**src/rtl/raster_line_gen_pkg.sv**
```systemverilog
package raster_line_gen_pkg;

  typedef struct packed {
    logic       spr;
    logic [3:0] pal;
    logic [3:0] col;
  } pix_t;

  function automatic pix_t pick_pixel(logic [3:0] bg_col, logic [3:0] bg_pal,
                                      logic [3:0] sp_col, logic [3:0] sp_pal,
                                      logic sp_pri);
    pix_t p;
    p = '0;
    if (sp_col != 4'd0 && sp_pri)  p = '{spr: 1'b1, pal: sp_pal, col: sp_col};
    else if (bg_col != 4'd0)       p = '{spr: 1'b0, pal: bg_pal, col: bg_col};
    else if (sp_col != 4'd0)       p = '{spr: 1'b1, pal: sp_pal, col: sp_col};
    return p;
  endfunction

endpackage

```
**src/rtl/rlg_counters.sv**
```systemverilog
module rlg_counters #(
  parameter int LINE_CLKS   = 1365,
  parameter int FRAME_LINES = 262,
  parameter int HW          = 11,
  parameter int VW          = 9
) (
  input  logic          clk_i,
  input  logic          rst_ni,
  output logic [HW-1:0] hcnt_o,
  output logic [VW-1:0] vcnt_o,
  output logic          line_first_o,
  output logic          line_last_o,
  output logic          frame_first_o,
  output logic          frame_end_o
);
  logic [HW-1:0] hcnt_q;
  logic [VW-1:0] vcnt_q;
  logic          last_line;

  assign line_last_o   = hcnt_q == HW'(LINE_CLKS - 1);
  assign line_first_o  = hcnt_q == '0;
  assign last_line     = vcnt_q == VW'(FRAME_LINES - 1);
  assign frame_first_o = line_first_o && vcnt_q == '0;
  assign frame_end_o   = line_last_o && last_line;
  assign hcnt_o        = hcnt_q;
  assign vcnt_o        = vcnt_q;

  always_ff @(posedge clk_i or negedge rst_ni) begin
    if (!rst_ni) begin
      hcnt_q <= '0;
      vcnt_q <= '0;
    end else if (line_last_o) begin
      hcnt_q <= '0;
      vcnt_q <= last_line ? '0 : vcnt_q + VW'(1);
    end else begin
      hcnt_q <= hcnt_q + HW'(1);
    end
  end
endmodule

```
**src/rtl/rlg_vwin.sv**
```systemverilog
module rlg_vwin #(
  parameter int VMAX = 242,
  parameter int VOFS = 2,
  parameter int BIAS = 64,
  parameter int VS_W = 8,
  parameter int VL_W = 9,
  parameter int VX_W = 11,
  parameter int VW   = 9,
  parameter int RC_W = 10
) (
  input  logic            clk_i,
  input  logic            rst_ni,
  input  logic [VW-1:0]   vcnt_i,
  input  logic            frame_first_i,
  input  logic            line_last_i,
  input  logic            frame_end_i,
  input  logic [VS_W-1:0] vstart_i,
  input  logic [VL_W-1:0] vlen_i,
  input  logic [RC_W-1:0] raster_i,
  input  logic            line_irq_en_i,
  input  logic            vblank_irq_en_i,
  output logic            line_act_o,
  output logic            line_irq_o,
  output logic            vblank_irq_o,
  output logic            sat_dma_o
);
  logic [VX_W-1:0] vs_live, vl_live, vl_inc, vs_q, vl_q, vs_e, vl_e;
  logic [VX_W-1:0] voff_q, vcnt_x, vend;
  logic [RC_W-1:0] rc_tgt;

  always_comb begin
    vs_live = (VX_W'(vstart_i) < VX_W'(VOFS)) ? '0 : VX_W'(vstart_i) - VX_W'(VOFS);
    vl_inc  = VX_W'(vlen_i) + VX_W'(1);
    vl_live = (vl_inc > VX_W'(VMAX)) ? VX_W'(VMAX) : vl_inc;
    // window values become live on the frame's first clock
    vs_e    = frame_first_i ? vs_live : vs_q;
    vl_e    = frame_first_i ? vl_live : vl_q;
    vcnt_x  = VX_W'(vcnt_i);
    vend    = vs_q + vl_q;
    rc_tgt  = raster_i - RC_W'(BIAS);
  end

  assign line_act_o = (vcnt_x >= vs_e) && (voff_q < vl_e);

  always_ff @(posedge clk_i or negedge rst_ni) begin
    if (!rst_ni) begin
      vs_q         <= '0;
      vl_q         <= '0;
      voff_q       <= '0;
      line_irq_o   <= 1'b0;
      vblank_irq_o <= 1'b0;
      sat_dma_o    <= 1'b0;
    end else begin
      line_irq_o   <= 1'b0;
      vblank_irq_o <= 1'b0;
      sat_dma_o    <= 1'b0;
      if (frame_first_i) begin
        vs_q <= vs_live;
        vl_q <= vl_live;
      end
      if (line_last_i) begin
        if (line_act_o) begin
          line_irq_o <= line_irq_en_i && (VX_W'(rc_tgt) == voff_q);
          voff_q     <= voff_q + VX_W'(1);
        end
        if (vcnt_x == vend) begin
          vblank_irq_o <= vblank_irq_en_i;
          sat_dma_o    <= 1'b1;
        end
        if (frame_end_i) voff_q <= '0;
      end
    end
  end
endmodule

```
**src/rtl/rlg_pixel.sv**
```systemverilog
module rlg_pixel
  import raster_line_gen_pkg::*;
#(
  parameter int HW        = 11,
  parameter int HS_W      = 8,
  parameter int HL_W      = 6,
  parameter int DIV_W     = 3,
  parameter int ACT_LIMIT = 1360
) (
  input  logic             clk_i,
  input  logic             rst_ni,
  input  logic [HW-1:0]    hcnt_i,
  input  logic             line_first_i,
  input  logic             line_last_i,
  input  logic             line_act_i,
  input  logic [HS_W-1:0]  hstart_i,
  input  logic [HL_W-1:0]  hlen_i,
  input  logic [DIV_W-1:0] dot_div_i,
  input  logic [3:0]       bg_col_i,
  input  logic [3:0]       bg_pal_i,
  input  logic [3:0]       spr_col_i,
  input  logic [3:0]       spr_pal_i,
  input  logic             spr_pri_i,
  output pix_t             pix_o,
  output logic             pix_stb_o
);
  localparam int CNT_W = HL_W + 4;
  localparam int HC_W  = (HW > HS_W) ? HW : HS_W;

  logic [HS_W-1:0]  hs_q, hs_e;
  logic [CNT_W-1:0] hl_q, hl_e, hl_live, cnt_q;
  logic [DIV_W-1:0] rem_q, div_m1;
  logic             start;

  always_comb begin
    hl_live = (CNT_W'(hlen_i) + CNT_W'(1)) << 3;
    hs_e    = line_first_i ? hstart_i : hs_q;
    hl_e    = line_first_i ? hl_live : hl_q;
    div_m1  = (dot_div_i == '0) ? '0 : dot_div_i - DIV_W'(1);
    start   = line_act_i && (HC_W'(hcnt_i) >= HC_W'(hs_e)) &&
              (HC_W'(hcnt_i) < HC_W'(ACT_LIMIT)) && (cnt_q < hl_e) && (rem_q == '0);
  end

  always_ff @(posedge clk_i or negedge rst_ni) begin
    if (!rst_ni) begin
      hs_q      <= '0;
      hl_q      <= '0;
      cnt_q     <= '0;
      rem_q     <= '0;
      pix_o     <= '0;
      pix_stb_o <= 1'b0;
    end else begin
      if (line_first_i) begin
        hs_q <= hstart_i;
        hl_q <= hl_live;
      end
      pix_stb_o <= start;
      if (start) begin
        pix_o <= pick_pixel(bg_col_i, bg_pal_i, spr_col_i, spr_pal_i, spr_pri_i);
        rem_q <= div_m1;
        cnt_q <= cnt_q + CNT_W'(1);
      end else if (rem_q != '0) begin
        rem_q <= rem_q - DIV_W'(1);
      end else begin
        pix_o <= '0;
      end
      // a dot still running at line end is cut off
      if (line_last_i) begin
        cnt_q <= '0;
        rem_q <= '0;
      end
    end
  end
endmodule

```
**src/rtl/raster_line_gen.sv**
```systemverilog
module raster_line_gen
  import raster_line_gen_pkg::*;
#(
  parameter int LINE_CLKS   = 1365,
  parameter int FRAME_LINES = 262,
  parameter int ACT_LIMIT   = 1360,
  parameter int VMAX        = 242,
  parameter int VOFS        = 2,
  parameter int BIAS        = 64,
  parameter int VS_W        = 8,
  parameter int VL_W        = 9,
  parameter int HS_W        = 8,
  parameter int HL_W        = 6,
  parameter int RC_W        = 10,
  parameter int DIV_W       = 3
) (
  input  logic             clk_i,
  input  logic             rst_ni,
  input  logic [VS_W-1:0]  vstart_i,
  input  logic [VL_W-1:0]  vlen_i,
  input  logic [HS_W-1:0]  hstart_i,
  input  logic [HL_W-1:0]  hlen_i,
  input  logic [RC_W-1:0]  raster_i,
  input  logic [DIV_W-1:0] dot_div_i,
  input  logic             line_irq_en_i,
  input  logic             vblank_irq_en_i,
  input  logic [3:0]       bg_col_i,
  input  logic [3:0]       bg_pal_i,
  input  logic [3:0]       spr_col_i,
  input  logic [3:0]       spr_pal_i,
  input  logic             spr_pri_i,
  output logic [8:0]       pix_o,
  output logic             pix_stb_o,
  output logic             line_irq_o,
  output logic             vblank_irq_o,
  output logic             sat_dma_o
);
  localparam int HW   = $clog2(LINE_CLKS);
  localparam int VW   = $clog2(FRAME_LINES);
  localparam int VX_W = VL_W + 2;

  logic [HW-1:0] hcnt;
  logic [VW-1:0] vcnt;
  logic          line_first, line_last, frame_first, frame_end, line_act;
  pix_t          pix;

  rlg_counters #(
    .LINE_CLKS(LINE_CLKS), .FRAME_LINES(FRAME_LINES), .HW(HW), .VW(VW)
  ) u_cnt (
    .clk_i, .rst_ni,
    .hcnt_o(hcnt), .vcnt_o(vcnt),
    .line_first_o(line_first), .line_last_o(line_last),
    .frame_first_o(frame_first), .frame_end_o(frame_end)
  );

  rlg_vwin #(
    .VMAX(VMAX), .VOFS(VOFS), .BIAS(BIAS), .VS_W(VS_W), .VL_W(VL_W),
    .VX_W(VX_W), .VW(VW), .RC_W(RC_W)
  ) u_vwin (
    .clk_i, .rst_ni,
    .vcnt_i(vcnt), .frame_first_i(frame_first), .line_last_i(line_last),
    .frame_end_i(frame_end), .vstart_i, .vlen_i, .raster_i,
    .line_irq_en_i, .vblank_irq_en_i,
    .line_act_o(line_act), .line_irq_o, .vblank_irq_o, .sat_dma_o
  );

  rlg_pixel #(
    .HW(HW), .HS_W(HS_W), .HL_W(HL_W), .DIV_W(DIV_W), .ACT_LIMIT(ACT_LIMIT)
  ) u_pix (
    .clk_i, .rst_ni,
    .hcnt_i(hcnt), .line_first_i(line_first), .line_last_i(line_last),
    .line_act_i(line_act), .hstart_i, .hlen_i, .dot_div_i,
    .bg_col_i, .bg_pal_i, .spr_col_i, .spr_pal_i, .spr_pri_i,
    .pix_o(pix), .pix_stb_o
  );

  assign pix_o = pix;
endmodule

```
**config.mk**
```make
export PLATFORM = sky130hd
export DESIGN_NAME = raster_line_gen
export DESIGN_NICKNAME = d
export VERILOG_FILES = /design/src/rtl/raster_line_gen_pkg.sv /design/src/rtl/rlg_counters.sv /design/src/rtl/rlg_vwin.sv /design/src/rtl/rlg_pixel.sv /design/src/rtl/raster_line_gen.sv
export SDC_FILE = /design/constraint.sdc
export NUM_CORES = 1
export LEC_CHECK = 0
export BUFFER_PORTS_ARGS = -buffer_cell sky130_fd_sc_hd__buf_2
export CAP_MARGIN = 20
export CORE_ASPECT_RATIO = 1.5
export CORE_UTILIZATION = 32
export DETAILED_ROUTE_END_ITERATION = 10
export PLACE_DENSITY = 0.57
export REMOVE_ABC_BUFFERS = 1
export SLEW_MARGIN = 25
export SYNTH_ARGS = -nofsm -noshare
export SYNTH_HDL_FRONTEND = slang
export SYNTH_HIERARCHICAL = 1
export SYNTH_SLANG_ARGS = --single-unit
```
**constraint.sdc**
```tcl
create_clock -name clk_i -period 12.5 [get_ports clk_i]
set_input_delay 2.5 -clock clk_i [delete_from_list [all_inputs] [get_ports clk_i]]
set_output_delay 2.5 -clock clk_i [all_outputs]
set_load 0.1 [all_outputs]
```
==> results.yml, run 1 <==
run_status:
  status: "completed"
final_layout:
  nFillCells: 2099
  diodes: 0
  drive_gt1_frac: 0.146
  seq_area_um2: 2430
  area_delta_synth_final_pct: 14.5
  stdcell_count: 1066
  layout.nets: 925
  multi_input_area_um2: 3770
timing:
  drv_slew: 0
  fin_crit_ns: 7.95
  setup_viol: 0
  finalClockSkew_ns: 0.00736
  slew_headroom: 0.401
  max_slew.worst_pin.slew_ns: 0.899
  post-route-period-util: 0.636
  rsz0062_at_grt: "no"
  final.setup.tns_ns: 0
  max_clock_freq_mhz: 126
  hold_viol_final: 0
clock_network:
  clock_sinks: 97
  cts_hold_buf: 0
  cts_tree: "yes"
  postCtsSetupBuffers: 0
  cts_resized: 0
  worstSkewPairLatency_ns: 0.34
  root_buffer: "clkbuf_16"
  htreeDepth: 3
  clockBufferDepth: 2
  cts_buffers: 9
  clk_pin_slew_ns: 0.07
power:
  fin_total_pwr_uw: 681
  power_density_nw_per_um2: 90.2
  leakagePower_nw: 3.66
  ir_drop_mv: 0.0514
floorplanning:
  die_x_um: 119
  initial_core_util: 0.326
  die-height_um: 178
  core_area_um2: 20300
  num_rows: 64
  io_pins: 78
  die_area_um2: 21200
synthesis:
  yosysWarnings: 6
  ys_ff_latch: 97
  syn_area_um2: 6600
  synth_top_area_cell: "dfrtp_1"
  synth_seq_area_share: 0.368
  ys_async_sr_fraction: 1.00
  synth_edf_count: 0
  synth_most_common_cell: "dfrtp_1"
  synth.distinct_cells: 71
  syn-instance-count: 725
  synth_area_leaders: "dfrtp_1, ha_1, xnor2_1, inv_1, nor2_1"
  ys.flop_type: "dfrtp_1"
  synthTopCellsByCount: "dfrtp_1, inv_1, ha_1, nor2_1, a21oi_1"
  synth.avg_cell_area_um2: 9.10
  synth_top_cell_area_share: 0.368
grt:
  grt_use_total: 0.153
  grt.overflow.total: 0
  grt_pass1_vias: 5315
  grt_pass1_wl_um: 26000
  grt_max_degree: 57
  antenna_found_initial: 0
setup_path:
  crit_path_start_kind: "primary input"
  critical_path.cell_chain: "buf_2, ha_1, nand3_2, or3_1, o211ai_1, and4b_1, nor2_1, nor2_1, nand2_1, o21ai_0, ha_1, a21o_1, a21oi_1, o21ai_0, a211o_1, a21oi_1, o31a_1, nand2_1, a2111oi_4, nand3_2, or4_1, a21oi_1"
  slowest_stage: "o31a_1"
  worst_setup_path_end_kind: "flip-flop"
  worstPathMaxFanout: 30
  path_class: "in -> reg"
  worstPathArrival_ns: 8.21
  cpMostUsedCell: "a21oi_1"
  slowest_delay_ns: 0.75
  required_ns: 12.77
placed_design:
  portBuffers: 77
  gp_congestion: 0.806
  dp_hpwl_um: 11700
  dp_cells: 1050
drt:
  dr.pass1.iters: 5
  totalWireLength_um: 15300
  drcViolationCount: 0
  final_antenna_net_count: 0
  vias: 5346
  vias_per_cell: 5.02
  wl_per_cell_um: 14.4
  first_iter_violations: 263
job:
  max-cap-violations: 0
hold_path:
  hp-class: "reg -> reg"
[cells by family after synthesis]
logic type / synth area share
adder cells (fa/ha/maj): 0.121
AND/OR/NAND/NOR: 0.182
AO/OA/AOI/OAI: 0.161
XOR/XNOR: 0.0768
flip-flops: 0.368
buffers and inverters: 0.0613
multiplexers: 0.0309
[cell type report]
class,instances,area share
clock buffers,9,0.0298
clock inverters,7,0.00829
inverters,81,0.0403
multi-input cells,526,0.500
flip-flops and latches,97,0.322
well taps,264,0.0438
repair buffers,82,0.0563
[metrics by stage]
step	cell area, um2	util	worst slack, ns	hold WS, ns
finish	7550	0.373	4.55	0.473
global route	7550	0.373	4.04	0.509
CTS	7550	0.373	4.55	0.481
detailed placement	7260	0.358	4.18	0.462
global placement	7260	0.358	3.92	0.454
floorplan	6490	-	4.16	0.437
[critical path, delay by kind of cell]
| family | cells | cell delay [ns] |
|---|---|---|
| fa+ha+maj | 2 | 0.62 |
| compound gates | 10 | 2.34 |
| buf+inv | 1 | 0.15 |
| simple gates | 9 | 2.58 |
[power breakdown]
group / total, mW / internal [mW] / switching [mW] / leakage (nW)
clock network: 0.270 / 0.139 / 0.131 / 0.139
logic: 0.0871 / 0.0395 / 0.0476 / 2.30
registers: 0.324 / 0.320 / 0.00393 / 1.23
total: 0.681 / 0.499 / 0.182 / 3.66
[layer usage]
metal  vias up  GRT usage  part of all wire
li1       2710          -                 -
met1      2549      0.176              0.42
met2        75      0.294              0.54
met3        12     0.0164             0.022
met4         0     0.0448             0.014
met5         -          0                 0
[final timing paths]
check / startpoint / cells after the start / slack, ns / to
hold / removal: u_pix/hl_q[1] / 2 / 0.47 / u_pix/hl_q[1]
max in group asynchronous: rst_ni / 2 / 9.21 / u_vwin/vs_q[4]
setup reg to reg: u_cnt/hcnt_o[0] / 22 / 5.41 / u_pix/cnt_q[7]
min in group asynchronous: rst_ni / 1 / 2.13 / u_pix/hs_q[5]
setup / recovery: vlen_i[0] / 22 / 4.55 / u_pix/cnt_q[7]
hold reg to reg: u_pix/hl_q[1] / 2 / 0.47 / u_pix/hl_q[1]
[layout by cell type, fill, tap and decap left out, drive strengths merged, types with 8 or more instances in the layout]
cell	count
inv	84
nand3	35
xnor2	38
buf	82
nand4	17
or3	9
nor2	62
xor2	19
dfrtp	97
ha	62
a21oi	39
nand2	35
a21o	17
and3	15
o22ai	9
mux2i	17
clkbuf	9
nor3	8
o21ai	31
[registers in the layout, summed over array words and instances (netlist names)]
name,count
u_pix/hs_q,8
u_vwin/voff_q,11
u_cnt/vcnt_o,9
u_vwin/vl_q,11
u_vwin/sat_dma_o,1
u_pix/pix_o,9
u_vwin/line_irq_o,1
u_pix/pix_stb_o,1
u_pix/hl_q,10
u_vwin/vs_q,11
u_pix/rem_q,3
u_vwin/vblank_irq_o,1
u_cnt/hcnt_o,11
u_pix/cnt_q,10
No activity file was read; power rests on OpenSTA's default activity.
==> run 2: changes to the inputs <==
ABC_AREA = 1   (was unset)
clock period = 8.03 ns   (was 12.5 ns; I/O delays follow)
==> results.yml, run 2 <==
run_status:
  status: "completed"
final_layout:
  diodes: 0
  seq_area_um2: 2430
  layout_commonest_cell: "nand2_1"
  post-route-util: 0.372
  layout.nets: 1160
  stdcell_count: 1305
  drive_gt1_frac: 0.129
  multi_input_area_um2: 3830
  area_delta_synth_final_pct: 13.3
  nFillCells: 2254
  mostFrequentLayoutCells: "nand2_1, inv_1, dfrtp_1"
floorplanning:
  die_area_um2: 22300
  die-height_um: 182
  io_pins: 78
  core_area_um2: 21100
  num_rows: 65
  initial_core_util: 0.329
  die_x_um: 122
hold_path:
  hp-class: "reg -> reg"
  min_from: "u_pix/hl_q[2]"
  hold_end: "u_pix/hl_q[2]"
  hold_depth: 2
synthesis:
  synth.avg_cell_area_um2: 7.27
  synth_edf_count: 0
  synth_area_leaders: "dfrtp_1, nand2_1, ha_1, inv_1, nand3_1"
  yosysWarnings: 6
  ys.flop_type: "dfrtp_1"
  synth_seq_area_share: 0.349
  syn_area_um2: 6950
  synthTopCellsByCount: "nand2_1, inv_1, dfrtp_1, nor2_1, nand3_1"
  syn-instance-count: 956
  synth_top_area_cell: "dfrtp_1"
  ys_async_sr_fraction: 1.00
  ys_ff_latch: 97
  synth_most_common_cell: "nand2_1"
  synth_top_cell_area_share: 0.349
  synth.distinct_cells: 46
timing:
  drv_slew: 0
  rsz0062_at_grt: "no"
  max_slew.worst_pin.slew_ns: 0.699
  finalClockSkew_ns: 0.00875
  setup_viol: 0
  final.setup.tns_ns: 0
  hold_viol_final: 0
  fin_crit_ns: 5.17
  max_clock_freq_mhz: 194
  post-route-period-util: 0.643
  slew_headroom: 0.534
placed_design:
  dp_cells: 1289
  dp_hpwl_um: 13000
  portBuffers: 77
  gp_congestion: 0.808
setup_path:
  crit_path_start_kind: "primary input"
  cp_top_family: "simple AND/OR/NAND/NOR gates"
  reg2regPathDepth: 29
  worst_setup_path_end_kind: "flip-flop"
  cpMostUsedCell: "nor2_1"
  crit_buf_inv: 5
  worstPathMaxFanout: 20
  r2r-start: "u_cnt/hcnt_o[0]"
  path_class: "in -> reg"
  ff2ff_setup_slack_ns: 2.91
  slowest_stage: "inv_1"
  worstPathArrival_ns: 5.45
  slowest_delay_ns: 0.37
  r2r_end: "u_pix/cnt_q[5]"
  required_ns: 8.32
grt:
  grt_use_total: 0.162
  grt_pass1_wl_um: 28900
  grt_pass1_vias: 6131
  antenna_found_initial: 0
  grt_max_degree: 53
  grt.overflow.total: 0
clock_network:
  clockBufferDepth: 2
  root_buffer: "clkbuf_16"
  htreeDepth: 3
  postCtsSetupBuffers: 0
  clk_pin_slew_ns: 0.08
  cts_resized: 0
  cts_buffers: 9
  cts_hold_buf: 0
  cts_tree: "yes"
  worstSkewPairLatency_ns: 0.36
  clock_sinks: 97
drt:
  drcViolationCount: 0
  first_iter_violations: 236
  totalWireLength_um: 16900
  wl_per_cell_um: 12.9
  dr.pass1.iters: 4
  vias_per_cell: 4.77
  final_antenna_net_count: 0
  vias: 6228
job:
  max-cap-violations: 0
power:
  leakagePower_nw: 4.22
  power_density_nw_per_um2: 142
  ir_drop_mv: 0.0880
[run 2: cell count changes after synthesis, sizes merged, moves of 9 or more]
cell,before,now
nor2,62,85
or3,9,0
mux2i,17,0
inv,81,150
o21ai,31,59
xnor2,38,7
nor3,8,19
or2,1,13
a21o,17,0
nand3,35,79
and3,15,0
nand2,35,252
[run 2: cells by family (layout without fill, tap and decap cells)]
logic type | after synthesis | in the layout | share of synthesized area
AO/OA/AOI/OAI | 122 | 122 | 0.0998
buffers and inverters | 168 | 249 | 0.0985
flip-flops | 97 | 97 | 0.349
adder cells (fa/ha/maj) | 63 | 63 | 0.115
AND/OR/NAND/NOR | 481 | 481 | 0.306
XOR/XNOR | 25 | 25 | 0.0315
[run 2: power breakdown]
group | switching [mW] | internal, mW
clock network | 0.204 | 0.212
logic | 0.114 | 0.0727
registers | 0.0108 | 0.507
[run 2: routing by layer]
metal / up-vias / part of all wire / GRT usage
met5: - / 0 / 0
li1: 3244 / - / -
met4: 0 / 0.017 / 0.0527
met2: 78 / 0.53 / 0.298
met3: 18 / 0.021 / 0.0216
met1: 2888 / 0.43 / 0.190
[run 2: final cells by class]
class | instances | area share
clock buffers | 9 | 0.0286
multi-input cells | 691 | 0.487
clock inverters | 7 | 0.00716
well taps | 268 | 0.0426
repair buffers | 80 | 0.0522
flip-flops and latches | 97 | 0.308
inverters | 153 | 0.0736
[run 2: worst max path at each step]
stage                     cells past startpoint  slack, ns        endpoint             from
final                                        30       2.86  u_pix/cnt_q[5]        vlen_i[1]
after global placement                       30       2.60  u_pix/cnt_q[5]        vlen_i[1]
after detailed placement                     30       2.48  u_pix/cnt_q[5]        vlen_i[1]
after CTS                                    30       2.84  u_pix/cnt_q[5]        vlen_i[1]
after global routing                         29       2.30  u_pix/cnt_q[5]  u_cnt/hcnt_o[0]
after floorplan                              29       3.07  u_pix/cnt_q[5]        vlen_i[1]
[run 2: worst register-to-register path: cells and delay by family (launching register included)]
kind	cells	cell delay (ns)
and+or+nand+nor	13	1.71
buffers and inverters	6	1.34
AOI/OAI and AO/OA	8	1.12
adders and majority gates	2	0.45
DFF	1	0.43
[run 2: stage by stage]
stage,hold WS (ns),setup slack (ns),cell area (um2),power (mW)
after floorplan,0.437,3.07,6840,0.651
after global placement,0.455,2.60,7590,0.714
after detailed placement,0.460,2.48,7590,0.716
after CTS,0.478,2.84,7870,1.14
after global routing,0.502,2.30,7870,1.19
final,0.474,2.86,7870,1.12
